===== src/rtl/acc_alu_pkg.sv =====
package acc_alu_pkg;

    localparam int DW = 8;
    localparam int NW = DW / 2;

    typedef enum logic [3:0] {
        OP_ADD   = 4'd0,
        OP_SUB   = 4'd1,
        OP_AND   = 4'd2,
        OP_IOR   = 4'd3,
        OP_XOR   = 4'd4,
        OP_LOAD  = 4'd5,
        OP_CMP   = 4'd6,
        OP_ROTL  = 4'd7,
        OP_ROTR  = 4'd8,
        OP_DADJ  = 4'd9,
        OP_TMASK = 4'd10
    } alu_op_e;

    localparam logic [1:0] CC_ZERO = 2'b00;
    localparam logic [1:0] CC_POS  = 2'b01;
    localparam logic [1:0] CC_NEG  = 2'b10;

    typedef struct packed {
        logic [1:0] cc;
        logic       carry;
        logic       idc;
        logic       ovf;
        logic       after_sub;
    } flag_t;

    localparam flag_t FLAGS_RESET = '{cc: CC_ZERO, carry: 1'b0, idc: 1'b0,
                                      ovf: 1'b0, after_sub: 1'b0};

    function automatic logic [1:0] cc_of(input logic [DW-1:0] v);
        if (v == '0)
            return CC_ZERO;
        else if (v[DW-1])
            return CC_NEG;
        else
            return CC_POS;
    endfunction

endpackage


===== src/rtl/acc_alu_addsub.sv =====
module acc_alu_addsub
    import acc_alu_pkg::*;
(
    input  logic [DW-1:0] a,
    input  logic [DW-1:0] b,
    input  logic          sub,
    input  logic          use_carry,
    input  logic          carry_in,
    output logic [DW-1:0] sum,
    output logic          co,
    output logic          half,
    output logic          ovf
);
    logic [DW-1:0] bx;
    logic          cin;
    logic [NW:0]   lo;
    logic [NW:0]   hi;

    always_comb begin
        bx = sub ? ~b : b;
        if (use_carry)
            cin = carry_in;
        else
            cin = sub;
        lo   = {1'b0, a[NW-1:0]}  + {1'b0, bx[NW-1:0]}  + {{NW{1'b0}}, cin};
        hi   = {1'b0, a[DW-1:NW]} + {1'b0, bx[DW-1:NW]} + {{NW{1'b0}}, lo[NW]};
        sum  = {hi[NW-1:0], lo[NW-1:0]};
        co   = hi[NW];
        half = lo[NW];
        ovf  = (a[DW-1] == bx[DW-1]) && (sum[DW-1] != a[DW-1]);
    end
endmodule


===== src/rtl/acc_alu_core.sv =====
module acc_alu_core
    import acc_alu_pkg::*;
(
    input  alu_op_e       op,
    input  logic [DW-1:0] a,
    input  logic [DW-1:0] b,
    input  logic          with_carry,
    input  logic          cmp_signed,
    input  flag_t         cur,
    output logic [DW-1:0] result,
    output logic          res_write,
    output flag_t         nxt
);
    logic [DW-1:0] as_sum;
    logic          as_co, as_half, as_ovf;
    logic [1:0]    cmp_cc;
    logic          lo_fix, hi_fix;
    logic [DW-1:0] adj_res;

    acc_alu_addsub u_addsub (
        .a         (a),
        .b         (b),
        .sub       (op == OP_SUB),
        .use_carry (with_carry),
        .carry_in  (cur.carry),
        .sum       (as_sum),
        .co        (as_co),
        .half      (as_half),
        .ovf       (as_ovf)
    );

    always_comb begin
        if (a == b)
            cmp_cc = CC_ZERO;
        else if (cmp_signed ? ($signed(a) > $signed(b)) : (a > b))
            cmp_cc = CC_POS;
        else
            cmp_cc = CC_NEG;
    end

    always_comb begin
        if (cur.after_sub) begin
            lo_fix  = ~cur.idc;
            hi_fix  = ~cur.carry;
            adj_res = a - (lo_fix ? 8'h06 : 8'h00) - (hi_fix ? 8'h60 : 8'h00);
        end else begin
            lo_fix  = cur.idc   || (a[NW-1:0] > 4'd9);
            hi_fix  = cur.carry || (a > 8'h99);
            adj_res = a + (lo_fix ? 8'h06 : 8'h00) + (hi_fix ? 8'h60 : 8'h00);
        end
    end

    always_comb begin
        nxt       = cur;
        result    = a;
        res_write = 1'b0;
        case (op)
            OP_ADD, OP_SUB: begin
                result        = as_sum;
                res_write     = 1'b1;
                nxt.cc        = cc_of(as_sum);
                nxt.carry     = as_co;
                nxt.idc       = as_half;
                nxt.ovf       = as_ovf;
                nxt.after_sub = (op == OP_SUB);
            end
            OP_AND, OP_IOR, OP_XOR, OP_LOAD: begin
                case (op)
                    OP_AND:  result = a & b;
                    OP_IOR:  result = a | b;
                    OP_XOR:  result = a ^ b;
                    default: result = b;
                endcase
                res_write = 1'b1;
                nxt.cc    = cc_of(result);
            end
            OP_CMP:   nxt.cc = cmp_cc;
            OP_TMASK: nxt.cc = ((a & b) == b) ? CC_ZERO : CC_NEG;
            OP_ROTL: begin
                res_write = 1'b1;
                if (with_carry) begin
                    result    = {a[DW-2:0], cur.carry};
                    nxt.carry = a[DW-1];
                end else begin
                    result    = {a[DW-2:0], a[DW-1]};
                end
            end
            OP_ROTR: begin
                res_write = 1'b1;
                if (with_carry) begin
                    result    = {cur.carry, a[DW-1:1]};
                    nxt.carry = a[0];
                end else begin
                    result    = {a[0], a[DW-1:1]};
                end
            end
            OP_DADJ: begin
                result    = adj_res;
                res_write = 1'b1;
                nxt.cc    = cc_of(adj_res);
                if (!cur.after_sub)
                    nxt.carry = cur.carry | hi_fix;
            end
            default: ;
        endcase
    end
endmodule


===== src/rtl/acc_alu_flagreg.sv =====
module acc_alu_flagreg
    import acc_alu_pkg::*;
(
    input  logic  clk,
    input  logic  rst,
    input  logic  en,
    input  flag_t nxt,
    output flag_t q
);
    always_ff @(posedge clk) begin
        if (rst)
            q <= FLAGS_RESET;
        else if (en)
            q <= nxt;
    end
endmodule


===== src/rtl/acc_alu.sv =====
module acc_alu
    import acc_alu_pkg::*;
(
    input  logic          clk,
    input  logic          rst,
    input  logic          op_en,
    input  logic [3:0]    op_sel,
    input  logic [DW-1:0] opnd_a,
    input  logic [DW-1:0] opnd_b,
    input  logic          with_carry,
    input  logic          cmp_signed,
    output logic [DW-1:0] result,
    output logic          res_write,
    output logic [1:0]    cc_q,
    output logic          carry_q,
    output logic          idc_q,
    output logic          ovf_q
);
    flag_t flags_q;
    flag_t flags_nxt;

    acc_alu_core u_core (
        .op         (alu_op_e'(op_sel)),
        .a          (opnd_a),
        .b          (opnd_b),
        .with_carry (with_carry),
        .cmp_signed (cmp_signed),
        .cur        (flags_q),
        .result     (result),
        .res_write  (res_write),
        .nxt        (flags_nxt)
    );

    acc_alu_flagreg u_flags (
        .clk (clk),
        .rst (rst),
        .en  (op_en),
        .nxt (flags_nxt),
        .q   (flags_q)
    );

    assign cc_q    = flags_q.cc;
    assign carry_q = flags_q.carry;
    assign idc_q   = flags_q.idc;
    assign ovf_q   = flags_q.ovf;
endmodule


===== config.mk =====
export PLATFORM = sky130hd
export DESIGN_NAME = acc_alu
export DESIGN_NICKNAME = d
export VERILOG_FILES = /design/src/rtl/acc_alu_pkg.sv /design/src/rtl/acc_alu_addsub.sv /design/src/rtl/acc_alu_core.sv /design/src/rtl/acc_alu_flagreg.sv /design/src/rtl/acc_alu.sv
export SDC_FILE = /design/constraint.sdc
export NUM_CORES = 1
export LEC_CHECK = 0
export ABC_AREA = 1
export BUFFER_PORTS_ARGS = -buffer_cell sky130_fd_sc_hd__buf_2
export CAP_MARGIN = 20
export CORE_MARGIN = 4
export CORE_UTILIZATION = 25
export DETAILED_ROUTE_END_ITERATION = 10
export SLEW_MARGIN = 5
export SYNTH_ARGS = -nofsm -noshare
export SYNTH_HDL_FRONTEND = slang
export SYNTH_SLANG_ARGS = --single-unit
export TNS_END_PERCENT = 50

===== constraint.sdc =====
create_clock -name clk -period 6 [get_ports clk]
set_clock_uncertainty 0.2 [all_clocks]
set_input_delay 0.3 -clock clk [delete_from_list [all_inputs] [get_ports clk]]
set_output_delay 0.3 -clock clk [all_outputs]
set_load 0.01 [all_outputs]

==> impl_metrics.py, run 1 <==
metrics = {
    "yosys": {
        "yosysWarnings": 0,
        "syn_nets": 547,
        "synth_mux_area_frac": 0,
        "synth_enable_flop_cells": 0,
        "synth_compound_area_frac": 0.1490,
        "synth-xor-area-share": 0.03829,
        "synthFlopType": "dfxtp_1",
        "synth-seq-cells": 6,
        "synth_top_family_by_area": "simple AND/OR/NAND/NOR gates",
        "ys_seq_area_frac": 0.04376,
        "synthesis.area_mm2": 0.002745,
        "synthAdderAreaFrac": 0.2826,
        "synthCells": 463,
        "synth_top_area_share": 0.2461,
        "synth_area_per_cell_um2": 5.929,
        "synth_top_cell_by_area": "ha_1",
        "yosys-top-cells-area": "ha_1, nand2_1, inv_1",
        "synth.distinct_cells": 31,
        "async_flop_share": 0,
        "synth-simple-area-share": 0.3719,
    },
    "die": {
        "dieWidth_um": 112.8,
        "start_util": 0.2612,
        "rows": 37,
        "coreArea_mm2": 0.01051,
        "die_area_mm2": 0.01272,
        "io_pins": 39,
        "die_h_um": 112.8,
    },
    "setup_path": {
        "crit_type": "in -> out",
        "reg2regPathDepth": 18,
        "r2r_slack_ns": 2.35,
        "rr_endpoint": "u_flags.q[4]",
        "required_ns": 5.50,
        "arrival_ns": 3.82,
        "cp_slowest_cell": "fa_1",
        "cp_cell_sequence": "buf_2, inv_1, nand2_1, nor2_4, xor2_1, fa_1, fa_1, a21o_1, a21oi_1, fa_1, fa_1, xor2_1, o22ai_1, a21oi_1, o211ai_1, a21oi_1, a21oi_1, buf_2",
        "startpoint": "op_sel[1]",
        "max_stage_delay_ns": 0.44,
        "startpoint_type": "input pin",
        "crit_fanout": 10,
        "worst_setup_path_end_kind": "output pin",
        "r2r-start": "u_flags.q[3]",
    },
    "flow_run": {
        "cap_violations": 0,
    },
    "place": {
        "dpl-instance-area_mm2": 0.003062,
        "place_congestion": 0.9629,
        "hpwl_um": 7989,
        "portBuffers": 38,
        "dp_cells": 630,
    },
    "drt": {
        "dr.pass1.iters": 5,
        "drt-initial-drc-count": 191,
        "drtAntennaViolNets": 0,
        "drc": 0,
        "num_vias": 3118,
        "viasPerCell": 4.926,
        "wl_um": 9612,
        "wire_per_inst_um": 15.18,
    },
    "timing": {
        "slew_violations": 0,
        "period_share": 0.7200,
        "rsz0062_at_grt": "false",
        "finalSetupTns_ns": 0,
        "slew_headroom": 0.4524,
        "tightest_slew_ns": 0.8184,
        "fin_crit_ns": 4.320,
        "max_freq_ghz": 0.2315,
        "hold_viol_final": 0,
        "setup_violations": 0,
    },
    "clocking": {
        "cts_resized": 0,
        "post-cts-setup-buffer-count": 0,
        "cts.path.max_buffers": 2,
        "cts_tree": "done",
        "root_buffer": "clkbuf_8",
        "cts_buffers": 3,
        "htreeDepth": 1,
        "path_clk_slew_ns": 0.04,
        "holdBufCountCts": 0,
        "clock_latency_ns": 0.22,
        "clock-sinks": 6,
    },
    "layout": {
        "drive_above_1_share": 0.1147,
        "final_nets": 583,
        "top_regs": "u_flags.q: 6 flops",
        "utilization": 0.2953,
        "regMostFlops": "u_flags.q",
        "largest_reg_flops": 6,
        "postLayoutCellArea_mm2": 0.003103,
        "syn_to_final_growth_pct": 13.04,
        "num_antenna_cells": 0,
        "instances_no_fill": 633,
    },
    "grt": {
        "grt-ovfl-total": 0,
        "grt_max_degree": 17,
        "grt_usage": 0.1464,
        "antenna_found_initial": 0,
        "grt_first_pass_wirelength_um": 15310,
        "grt_pass1_vias": 2958,
    },
    "power_and_ir_drop": {
        "p_leak_nw": 1.684,
        "power.density_mw_per_mm2": 112.6,
        "total_power_mw": 0.3495,
        "peakVddDrop_uv": 51.14,
    },
    "min_path": {
        "min_to": "u_flags.q[5]",
        "worstHoldStart": "rst",
        "hold_path.class": "in -> reg",
        "min_path_cells": 2,
    },
    "run_status": {
        "status": "completed",
    },
}
## critical path: cells and delay by family
kind	cells	cell delay (ns)
AOI/OAI and AO/OA	7	0.96
xor gates and xnor gates	2	0.34
adders and majority gates	4	1.34
buffers and inverters	3	0.43
and+or+nand+nor	2	0.43
## logic make-up after synthesis
group,Yosys count
and+or+nand+nor,237
DFF,6
xor gates and xnor gates,12
AOI/OAI and AO/OA,70
buffers and inverters,79
adders and majority gates,59
## synthesized netlist by cell type (2+ instances only)
cell	instances
a211oi_1	2
a21o_1	2
a21oi_1	26
buf_2	2
buf_4	4
dfxtp_1	6
fa_1	5
ha_1	54
inv_1	68
inv_2	4
nand2_1	116
nand2_2	3
nand2_4	3
nand3_1	41
nand3b_1	5
nand4_1	4
nor2_1	57
nor2_2	4
nor3_1	3
o2111ai_1	5
o211ai_1	3
o21ai_0	21
o22ai_1	6
xor2_1	12
## cell type report
type / instances / area (um^2)
Tap cell: 136 / 170.2
Fill cell: 1193 / 7406
Inverter: 72 / 270.3
Sequential cell: 6 / 120.1
Timing Repair Buffer: 38 / 190.2
Clock buffer: 3 / 41.29
Multi-Input combinational cell: 378 / 2311
## layout by cell type, fill, tap and decap left out, drive strengths merged, types with 4 or more instances in the layout
cell	count
a21oi	26
buf	38
dfxtp	6
fa	5
ha	54
inv	72
nand2	122
nand3	41
nand3b	5
nand4	4
nor2	62
o2111ai	5
o21ai	22
o22ai	6
xor2	12
## worst max path at each step
stage | slack (ns) | cells after the start | endpoint
after floorplan | 2.37 | 16 | result[6]
after global placement | 1.82 | 18 | result[6]
after detailed placement | 1.72 | 18 | result[6]
after CTS | 1.72 | 18 | result[6]
after global routing | 1.43 | 18 | result[6]
final | 1.68 | 18 | result[6]
## layer usage
| metal | share of wire | global-route usage | vias up |
|---|---|---|---|
| met5 | 0 | 0 | - |
| met4 | 0.0068 | 0.02404 | 0 |
| met3 | 0.044 | 0.009091 | 8 |
| met1 | 0.47 | 0.2048 | 1458 |
| met2 | 0.48 | 0.2512 | 88 |
| li1 | - | - | 1564 |
## report_power, final
| group | internal [mW] | leakage (nW) | switching [mW] | total [mW] |
|---|---|---|---|---|
| combinational | 0.0857 | 1.61 | 0.158 | 0.243 |
| sequential | 0.0423 | 0.0489 | 0.00212 | 0.0444 |
| clock | 0.0432 | 0.0216 | 0.0185 | 0.0617 |
| total | 0.171 | 1.68 | 0.178 | 0.350 |
## metrics by stage
step / setup slack (ns) / hold slack [ns]
final: 1.680 / 0.08861
after detailed placement: 1.725 / 0.2534
after global routing: 1.426 / 0.09757
after floorplan: 2.368 / 0.1691
after global placement: 1.824 / 0.2558
after CTS: 1.724 / 0.08432
Note: power is estimated with default switching activity, not from simulation.
==> run 2, diff against run 1 <==
==> constraint.sdc (replaced) <==
create_clock -name clk -period 3.8 [get_ports clk]
set_clock_uncertainty 0.2 [all_clocks]
set_input_delay 0.19 -clock clk [delete_from_list [all_inputs] [get_ports clk]]
set_output_delay 0.19 -clock clk [all_outputs]
set_load 0.01 [all_outputs]
==> run 2 against run 1 <==
Net effect: critical path depth unchanged; sequential power grew 57%; non-clock buffer count grew 14; sequential cell count unchanged; worst setup slack worse by 1.5 ns; sequential share of layout area decreased by 0.16 points; hold slack got worse by 0.023 ns; first-iteration DRC count decreased by 2.6%; via count increased by 0.74%; global-route usage increased by 0.12 points; critical endpoint unchanged; highest routed layer unchanged.
==> impl_metrics.py, run 2 (synthesized netlist as in run 1, its figures left out) <==
metrics = {
    "run_status": {
        "status": "completed",
    },
    "layout": {
        "final_nets": 597,
        "num_antenna_cells": 0,
        "drive_above_1_share": 0.1507,
        "top_regs": "u_flags.q: 6 flops",
        "layout_commonest_cell": "nand2_1",
        "mostFrequentLayoutCells": "nand2_1, inv_1, nor2_1",
        "postLayoutCellArea_mm2": 0.003234,
        "largest_reg_flops": 6,
        "utilization": 0.3078,
        "syn_to_final_growth_pct": 17.82,
        "regMostFlops": "u_flags.q",
    },
    "setup_path": {
        "cpMostUsedCell": "fa_2",
        "cp_slowest_cell": "fa_2",
        "crit_type": "in -> out",
        "startpoint_type": "input pin",
        "arrival_ns": 3.23,
        "cp_cell_sequence": "buf_2, inv_1, nand2_1, nor2_4, xor2_1, fa_2, fa_2, a21o_1, a21oi_2, fa_2, fa_2, xor2_2, o22ai_1, a21oi_1, o211ai_1, a21oi_1, a21oi_1, buf_2",
        "required_ns": 3.41,
        "crit_fanout": 4,
        "max_stage_delay_ns": 0.39,
        "worst_setup_path_end_kind": "output pin",
    },
    "clocking": {
        "clock-sinks": 6,
        "clock_latency_ns": 0.22,
        "path_clk_slew_ns": 0.04,
        "cts_tree": "done",
        "root_buffer": "clkbuf_8",
        "cts.path.max_buffers": 2,
        "htreeDepth": 1,
        "cts_buffers": 3,
    },
    "place": {
        "portBuffers": 38,
        "hpwl_um": 7998,
        "place_congestion": 0.9360,
        "dpl-instance-area_mm2": 0.003152,
    },
    "power_and_ir_drop": {
        "peakVddDrop_uv": 72.31,
        "p_leak_nw": 1.752,
        "power.density_mw_per_mm2": 176.3,
        "total_power_mw": 0.5703,
    },
    "timing": {
        "rsz0062_at_grt": "false",
        "fin_hold_ws_ns": 0.06530,
        "hold_viol_final": 0,
        "fin_crit_ns": 3.621,
        "slew_violations": 0,
        "max_freq_ghz": 0.2761,
        "finalSetupTns_ns": 0,
        "setup_violations": 0,
        "slew_headroom": 0.6085,
        "tightest_slew_ns": 0.5851,
        "period_share": 0.9530,
    },
    "grt": {
        "grt_usage": 0.1476,
        "grt_max_degree": 17,
        "grt_pass1_vias": 3069,
        "grt-ovfl-total": 0,
        "grt_first_pass_wirelength_um": 15430,
        "antenna_found_initial": 0,
    },
    "drt": {
        "drtAntennaViolNets": 0,
        "dr.pass1.iters": 5,
        "num_vias": 3141,
        "drc": 0,
        "wire_per_inst_um": 14.65,
        "viasPerCell": 4.855,
        "wl_um": 9481,
        "drt-initial-drc-count": 186,
    },
    "die": {
        "start_util": 0.2612,
        "rows": 37,
        "coreArea_mm2": 0.01051,
        "io_pins": 39,
        "die_h_um": 112.8,
        "die_area_mm2": 0.01272,
        "dieWidth_um": 112.8,
    },
    "min_path": {
        "hold_path.class": "in -> reg",
    },
    "flow_run": {
        "cap_violations": 0,
    },
}
==> run 2: cell types whose count changed in the layout (fill, tap and decap cells not counted), sizes merged <==
| cell | previous run | this run |
|---|---|---|
| buf | 38 | 51 |
| dlygate4sd3 | 0 | 1 |
==> run 2: power by group <==
group	switching (mW)	internal, mW
sequential	0.00283	0.0667
clock	0.0296	0.0683
combinational	0.253	0.150
==> run 2: final timing paths <==
path	from	endpoint	slack (ns)	cells after the start
setup / recovery	op_sel[3]	result[6]	0.18	18
hold / removal	op_en	u_flags.q[0]	0.07	3
setup reg to reg	u_flags.q[3]	u_flags.q[4]	0.50	18
hold reg to reg	u_flags.q[5]	u_flags.q[5]	0.28	2
==> run 2: worst max-delay path, delay by kind of cell <==
| family | cells | cell delay, ns |
|---|---|---|
| XOR/XNOR | 2 | 0.29 |
| adder cells (fa/ha/maj) | 4 | 1.22 |
| AND/OR/NAND/NOR | 2 | 0.30 |
| buffers and inverters | 3 | 0.37 |
| AO/OA/AOI/OAI | 7 | 0.86 |
==> run 2: layout make-up <==
class	count	area (um^2)
Multi-Input combinational cell	378	2335
Clock buffer	3	41.29
Fill cell	1177	7274
Timing Repair Buffer	52	297.8
Inverter	72	270.3
Tap cell	136	170.2
Sequential cell	6	120.1
==> run 2: metal layers <==
metal  vias up  GRT usage  routed length, um
li1       1595          -                  -
met1      1460     0.1985               4371
met2        78     0.2662               4693
met3         8   0.005882                338
met4         0    0.02244                 78
met5         -          0                  0
==> run 2: metrics by stage <==
step           setup WS (ns)  std cells
2_1_floorplan         0.3530        463
3_3_place_gp          0.1172        642
3_5_place_dp       -0.009531        642
4_1_cts              0.05623        646
5_1_grt             0.005081        647
6_report              0.1787        647
==> run 2: what timing repair did <==
action                     4_1_cts  5_1_grt
setup endpoints to repair        1        2
buffers inserted                 0        1
hold endpoints to repair         3        0
resized for setup                1        6
pin swaps                        0        3
hold buffers                     1        0
